File: config.mk
export PLATFORM = sky130hd
export DESIGN_NAME = ckdiv_duty
export DESIGN_NICKNAME = d
export VERILOG_FILES = /design/src/rtl/ckdiv_pkg.sv /design/src/rtl/ckdiv_cfg_shadow.sv /design/src/rtl/ckdiv_phase_delay.sv /design/src/rtl/ckdiv_pattern_gen.sv /design/src/rtl/ckdiv_duty.sv
export SDC_FILE = /design/constraint.sdc
export NUM_CORES = 1
export LEC_CHECK = 0
export BUFFER_PORTS_ARGS = -buffer_cell sky130_fd_sc_hd__buf_2
export CORE_ASPECT_RATIO = 0.7
export CORE_MARGIN = 10
export CORE_UTILIZATION = 49
export CTS_CLUSTER_DIAMETER = 150
export CTS_CLUSTER_SIZE = 12
export DETAILED_ROUTE_END_ITERATION = 10
export PLACE_DENSITY_LB_ADDON = 0.3
export SYNTH_ARGS = -nofsm -noshare
export SYNTH_HDL_FRONTEND = slang
export SYNTH_SLANG_ARGS = --single-unit
File: constraint.sdc
create_clock -name clk_in -period 1.7 [get_ports clk_in]
set_input_delay 0.255 -clock clk_in [delete_from_list [all_inputs] [get_ports clk_in]]
set_output_delay 0.255 -clock clk_in [all_outputs]
set_load 0.05 [all_outputs]
File: src/rtl/ckdiv_pkg.sv
`timescale 1ns/1ps
package ckdiv_pkg;
   typedef enum logic {
      LVL_LOW  = 1'b0,
      LVL_HIGH = 1'b1
   } wave_lvl_e;
endpackage

File: src/rtl/ckdiv_cfg_shadow.sv
`timescale 1ns/1ps
module ckdiv_cfg_shadow #(
   parameter int CNT_W = 4
) (
   input  logic             clk_in,
   input  logic             rst_n,
   input  logic             load,
   input  logic [CNT_W-1:0] hi_in,
   input  logic [CNT_W-1:0] lo_in,
   output logic [CNT_W-1:0] hi_q,
   output logic [CNT_W-1:0] lo_q,
   output logic             fit_q
);
   localparam logic [CNT_W:0] ONE_X = {{CNT_W{1'b0}}, 1'b1};

   logic fit_d;
   assign fit_d = ({1'b0, lo_in} == ({1'b0, hi_in} + ONE_X));

   always_ff @(posedge clk_in or negedge rst_n) begin
      if (!rst_n) begin
         hi_q  <= '0;
         lo_q  <= '0;
         fit_q <= 1'b0;
      end else if (load) begin
         hi_q  <= hi_in;
         lo_q  <= lo_in;
         fit_q <= fit_d;
      end
   end

   AST_SHADOW_HOLD: assert property (@(posedge clk_in) disable iff (!rst_n)
      !load |=> ($stable(hi_q) && $stable(lo_q) && $stable(fit_q)));
endmodule

File: src/rtl/ckdiv_phase_delay.sv
`timescale 1ns/1ps
module ckdiv_phase_delay #(
   parameter int CNT_W = 4
) (
   input  logic             clk_in,
   input  logic             rst_n,
   input  logic             load,
   input  logic             hold,
   input  logic [CNT_W-1:0] dly_in,
   output logic             busy
);
   localparam logic [CNT_W-1:0] ONE = {{(CNT_W-1){1'b0}}, 1'b1};

   logic [CNT_W-1:0] dcnt;

   always_ff @(posedge clk_in or negedge rst_n) begin
      if (!rst_n) begin
         dcnt <= '0;
      end else if (load) begin
         dcnt <= dly_in;
      end else if (!hold && (dcnt != '0)) begin
         dcnt <= dcnt - ONE;
      end
   end

   assign busy = (dcnt != '0);

   AST_DLY_LOADED: assert property (@(posedge clk_in) disable iff (!rst_n)
      load |=> (busy == ($past(dly_in) != '0)));
endmodule

File: src/rtl/ckdiv_pattern_gen.sv
`timescale 1ns/1ps
module ckdiv_pattern_gen
   import ckdiv_pkg::*;
#(
   parameter int CNT_W = 4
) (
   input  logic             clk_in,
   input  logic             rst_n,
   input  logic             load,
   input  logic             hold,
   input  logic             busy,
   input  logic             start_in,
   input  logic [CNT_W-1:0] hi_in,
   input  logic [CNT_W-1:0] lo_in,
   input  logic [CNT_W-1:0] hi_q,
   input  logic [CNT_W-1:0] lo_q,
   output logic             wave,
   output logic             armed
);
   localparam logic [CNT_W-1:0] ONE = {{(CNT_W-1){1'b0}}, 1'b1};

   wave_lvl_e        lvl;
   logic [CNT_W-1:0] pcnt;
   logic [CNT_W-1:0] longest;

   always_ff @(posedge clk_in or negedge rst_n) begin
      if (!rst_n) begin
         armed <= 1'b0;
         lvl   <= LVL_LOW;
         pcnt  <= '0;
      end else if (load) begin
         armed <= 1'b1;
         lvl   <= start_in ? LVL_HIGH : LVL_LOW;
         pcnt  <= start_in ? hi_in : lo_in;
      end else if (armed && !hold && !busy) begin
         if (pcnt == '0) begin
            lvl  <= (lvl == LVL_HIGH) ? LVL_LOW : LVL_HIGH;
            pcnt <= (lvl == LVL_HIGH) ? lo_q : hi_q;
         end else begin
            pcnt <= pcnt - ONE;
         end
      end
   end

   assign wave    = (lvl == LVL_HIGH);
   assign longest = (hi_q > lo_q) ? hi_q : lo_q;

   AST_IDLE_UNARMED: assert property (@(posedge clk_in) disable iff (!rst_n)
      !armed |-> !wave);
   AST_CNT_BOUND: assert property (@(posedge clk_in) disable iff (!rst_n)
      armed |-> (pcnt <= longest));
   AST_TOGGLE_AT_ZERO: assert property (@(posedge clk_in) disable iff (!rst_n)
      ((wave != $past(wave)) && !$past(load)) |-> ($past(pcnt) == '0));
   AST_HOLD_IN_DELAY: assert property (@(posedge clk_in) disable iff (!rst_n)
      (busy && !load) |=> $stable(wave));
   AST_BYPASS_FREEZE: assert property (@(posedge clk_in) disable iff (!rst_n)
      (hold && !load) |=> ($stable(pcnt) && $stable(wave)));
endmodule

File: src/rtl/ckdiv_duty.sv
`timescale 1ns/1ps
module ckdiv_duty #(
   parameter int CNT_W  = 4,
   parameter bit DCC_EN = 1'b1
) (
   input  logic             clk_in,
   input  logic             rst_n,
   input  logic             restart,
   input  logic [CNT_W-1:0] hi_len,
   input  logic [CNT_W-1:0] lo_len,
   input  logic [CNT_W-1:0] dly_len,
   input  logic             start_hi,
   input  logic             pass_thru,
   input  logic             dcc_dis,
   output logic             clk_out
);
   if ((CNT_W < 2) || (CNT_W > 8)) begin : g_bad_width
      $error("ckdiv_duty: CNT_W must be within 2..8");
   end

   logic [CNT_W-1:0] hi_q;
   logic [CNT_W-1:0] lo_q;
   logic             fit_q;
   logic             busy;
   logic             wave;
   logic             armed;
   logic             wave_n;
   logic             dcc_act;
   logic             div_out;

   ckdiv_cfg_shadow #(.CNT_W(CNT_W)) u_shadow (
      .clk_in (clk_in),
      .rst_n  (rst_n),
      .load   (restart),
      .hi_in  (hi_len),
      .lo_in  (lo_len),
      .hi_q   (hi_q),
      .lo_q   (lo_q),
      .fit_q  (fit_q)
   );

   ckdiv_phase_delay #(.CNT_W(CNT_W)) u_delay (
      .clk_in (clk_in),
      .rst_n  (rst_n),
      .load   (restart),
      .hold   (pass_thru),
      .dly_in (dly_len),
      .busy   (busy)
   );

   ckdiv_pattern_gen #(.CNT_W(CNT_W)) u_pattern (
      .clk_in   (clk_in),
      .rst_n    (rst_n),
      .load     (restart),
      .hold     (pass_thru),
      .busy     (busy),
      .start_in (start_hi),
      .hi_in    (hi_len),
      .lo_in    (lo_len),
      .hi_q     (hi_q),
      .lo_q     (lo_q),
      .wave     (wave),
      .armed    (armed)
   );

   if (DCC_EN) begin : g_dcc
      logic wave_fall;
      always_ff @(negedge clk_in or negedge rst_n) begin
         if (!rst_n) begin
            wave_fall <= 1'b0;
         end else begin
            wave_fall <= wave;
         end
      end
      assign wave_n  = wave_fall;
      assign dcc_act = fit_q && !dcc_dis;
   end else begin : g_no_dcc
      assign wave_n  = wave;
      assign dcc_act = 1'b0;
   end

   assign div_out = dcc_act ? (wave | wave_n) : wave;
   assign clk_out = pass_thru ? clk_in : div_out;

   AST_OUT_LOW_UNARMED: assert property (@(posedge clk_in) disable iff (!rst_n)
      (!armed && !pass_thru) |-> !div_out);
   AST_RAW_WHEN_NO_DCC: assert property (@(posedge clk_in) disable iff (!rst_n)
      !dcc_act |-> (div_out == wave));
endmodule

==> out/metrics.cfg <==
[global_route]
grt_pass1_vias=962
grt_pass1_wl_um=4312
gr-total-overflow=0
grt_max_degree=23
grtUsageTotal_pct=11.86
antenna_found_initial=0

[setup_path]
crit_family=flip-flops
rr_startpoint=u_delay.dcnt[0]
crit_slowest_cell=dfrtn_1
cp_cell_sequence=a31oi_4 > o21ai_4 > buf_8
slowest_delay_ns=0.45
endpoint_kind=output pin
crit_fanout=1
worstSetupPathType=flip-flop to output pin
start_kind=flip-flop
cp.required_ns=1.44
crit_arrival_ns=2.12
startpoint=g_dcc.wave_fall
critPathBufInv=1

[logic_synthesis]
yosysMostFrequentCell=dfrtp_1
syn-mean-instance-area_sq_um=10.52
async_flop_share_pct=100.0
ys_seq_area_share_pct=43.24
netlist.area_leader.share_pct=41.08
syn-num-nets=131
yosys_warnings=0
ys_seq_elements=20
post_synth_num_cell_types=38
yosys-top-cells-count=19 x dfrtp_1, 11 x nand2_1, 10 x mux2_2, 8 x mux2i_1, 7 x o21ai_0
synth_flop_cell=dfrtp_1
synth_area_sq_um=1157
synth_edf_count=0
syn_inst=110
synth_area_leaders=dfrtp_1 41%, mux2_2 9.7%, mux2i_1 6.9%, xnor2_1 4.5%, nand2_1 3.6%
yosys.area.top_type=dfrtp_1

[min_path]
min_from=dly_len[1]
hold_class=input port to flip-flop

[drt]
wl_um=2649
wire_per_inst_um=15.58
viasPerCell=5.276
drcViolationCount=0
vias=897
drt_iter0_markers=49
firstDrtPassIters=4
ant_nets=0

[pwr]
p_sw_mw=0.4249
cellLeakagePower_nw=0.6250
power.share.clock_pct=36.4
pwr-share-seq_pct=42.6
ir_drop_mv=0.5281
p_int_mw=0.9267
comb_power_share_pct=21.0
switching_share_pct=31.43
p_total_mw=1.352
p_per_area_nw_per_um2=922.5

[timing]
worstMarginPinSlew_ns=0.4192
max-slew-margin-rel_pct=72.05
slew_violations=0
hold_violations=0
rsz0062_at_grt=true
report.final.setup_viol=2
holdWs_ns=0.04429
tns_ns=-0.6792
skew_ns=0.005186
setup_ws_ns=-0.6792

[run_status]
violations=negative setup slack
status=finished with violations

[clocking]
clock_latency_ns=0.42
path_clk_slew_ns=0.11
cts_tree=done

[place]
placed_cell_area_sq_um=1313
gp_congestion=0.8492
dp.cells=161
dp_hpwl_um=1854
port-buffer-count=18
post-place-ws_ns=-0.2762

[layout]
syn_to_final_growth_pct=26.60
fin_cells=170
antenna_cells=0
final_util_pct=66.38
drive_gt1_share_pct=39.86
final_area_sq_um=1465
nets=160

[floorplan]
start_util_pct=52.44
core_sq_um=2207
chipHeight_um=60.66
ios=19
dieArea_sq_um=4737
die_w_um=78.09
rows=14

[job]
drv_cap=0

worst min-delay path, stage by stage:
cell	delay [ns]
buf_2	0.08
nand2_1	0.04
o21ai_0	0.06
what timing repair did:
item	4_1_cts	5_1_grt
setup endpoints to repair	3	7
hold endpoints to repair	19	0
resized for setup	7	9
hold buffers	1	0
buffers inserted	0	1
pin swaps	1	3
path summary, 6_finish.rpt:
path                       slack [ns]  cells after the start           endpoint
setup / recovery                -0.68                      3            clk_out
hold / removal                   0.04                      3    u_delay.dcnt[1]
setup reg to reg                    0                      6  u_pattern.pcnt[3]
hold reg to reg                  0.50                      1    u_pattern.armed
max in group asynchronous        0.71                      2    g_dcc.wave_fall
min in group asynchronous        0.33                      3    u_delay.dcnt[3]
cells in the final DEF, fill, tap and decap left out, types with 2 or more instances in the layout:
master,netlist,routed
xor2_1,3,3
o21ai_0,7,6
a21oi_1,2,2
ha_2,0,2
mux2i_1,8,8
buf_2,1,17
a22oi_1,2,2
buf_4,1,6
nand3_1,2,2
nor2_1,3,2
nor2b_1,2,2
inv_1,6,6
mux2_2,10,10
dfrtp_1,19,19
nand2_1,11,11
clkbuf_4,0,6
xnor2_1,6,6
state kept, by name, summed over array words and instances (netlist names):
signal and count:
u_pattern.armed 1, g_dcc.wave_fall 1, u_pattern.pcnt 4, u_shadow.fit_q 1
u_delay.dcnt 4, u_shadow.lo_q 4, u_pattern.wave 1, u_shadow.hi_q 4
power by group through the flow:
stage	sequential [mW]	clock [mW]	combinational, mW
after floorplan	0.566	0.0698	0.178
after global placement	0.573	0.0788	0.244
after detailed placement	0.577	0.0787	0.253
after CTS	0.570	0.504	0.264
after global routing	0.581	0.540	0.313
final	0.575	0.492	0.285
routing by layer:
metal / track usage, % / vias up / share of wire [%]
li1: - / 443 / -
met1: 14.20 / 424 / 45
met2: 16.82 / 26 / 47
met3: 7.375 / 4 / 7.1
met4: 4.835 / 0 / 0.91
met5: 0 / - / 0
logic make-up after synthesis:
| family | count (synthesis) | share of synthesized area, % |
|---|---|---|
| AO/OA/AOI/OAI | 19 | 10.60 |
| XOR/XNOR | 9 | 6.811 |
| adder cells (fa/ha/maj) | 3 | 3.244 |
| buffers and inverters | 11 | 4.649 |
| flip-flops | 20 | 43.24 |
| multiplexers | 18 | 16.65 |
| AND/OR/NAND/NOR | 30 | 14.81 |
layout make-up:
cell class | count | area [sq um]
Fill cell | 180 | 742.0
Multi-Input combinational cell | 79 | 676.9
Tap cell | 32 | 40.04
Clock buffer | 8 | 73.82
Inverter | 6 | 22.52
Sequential cell | 20 | 500.5
Timing Repair Buffer | 25 | 151.4
Note: power is estimated with default switching activity, not from simulation.
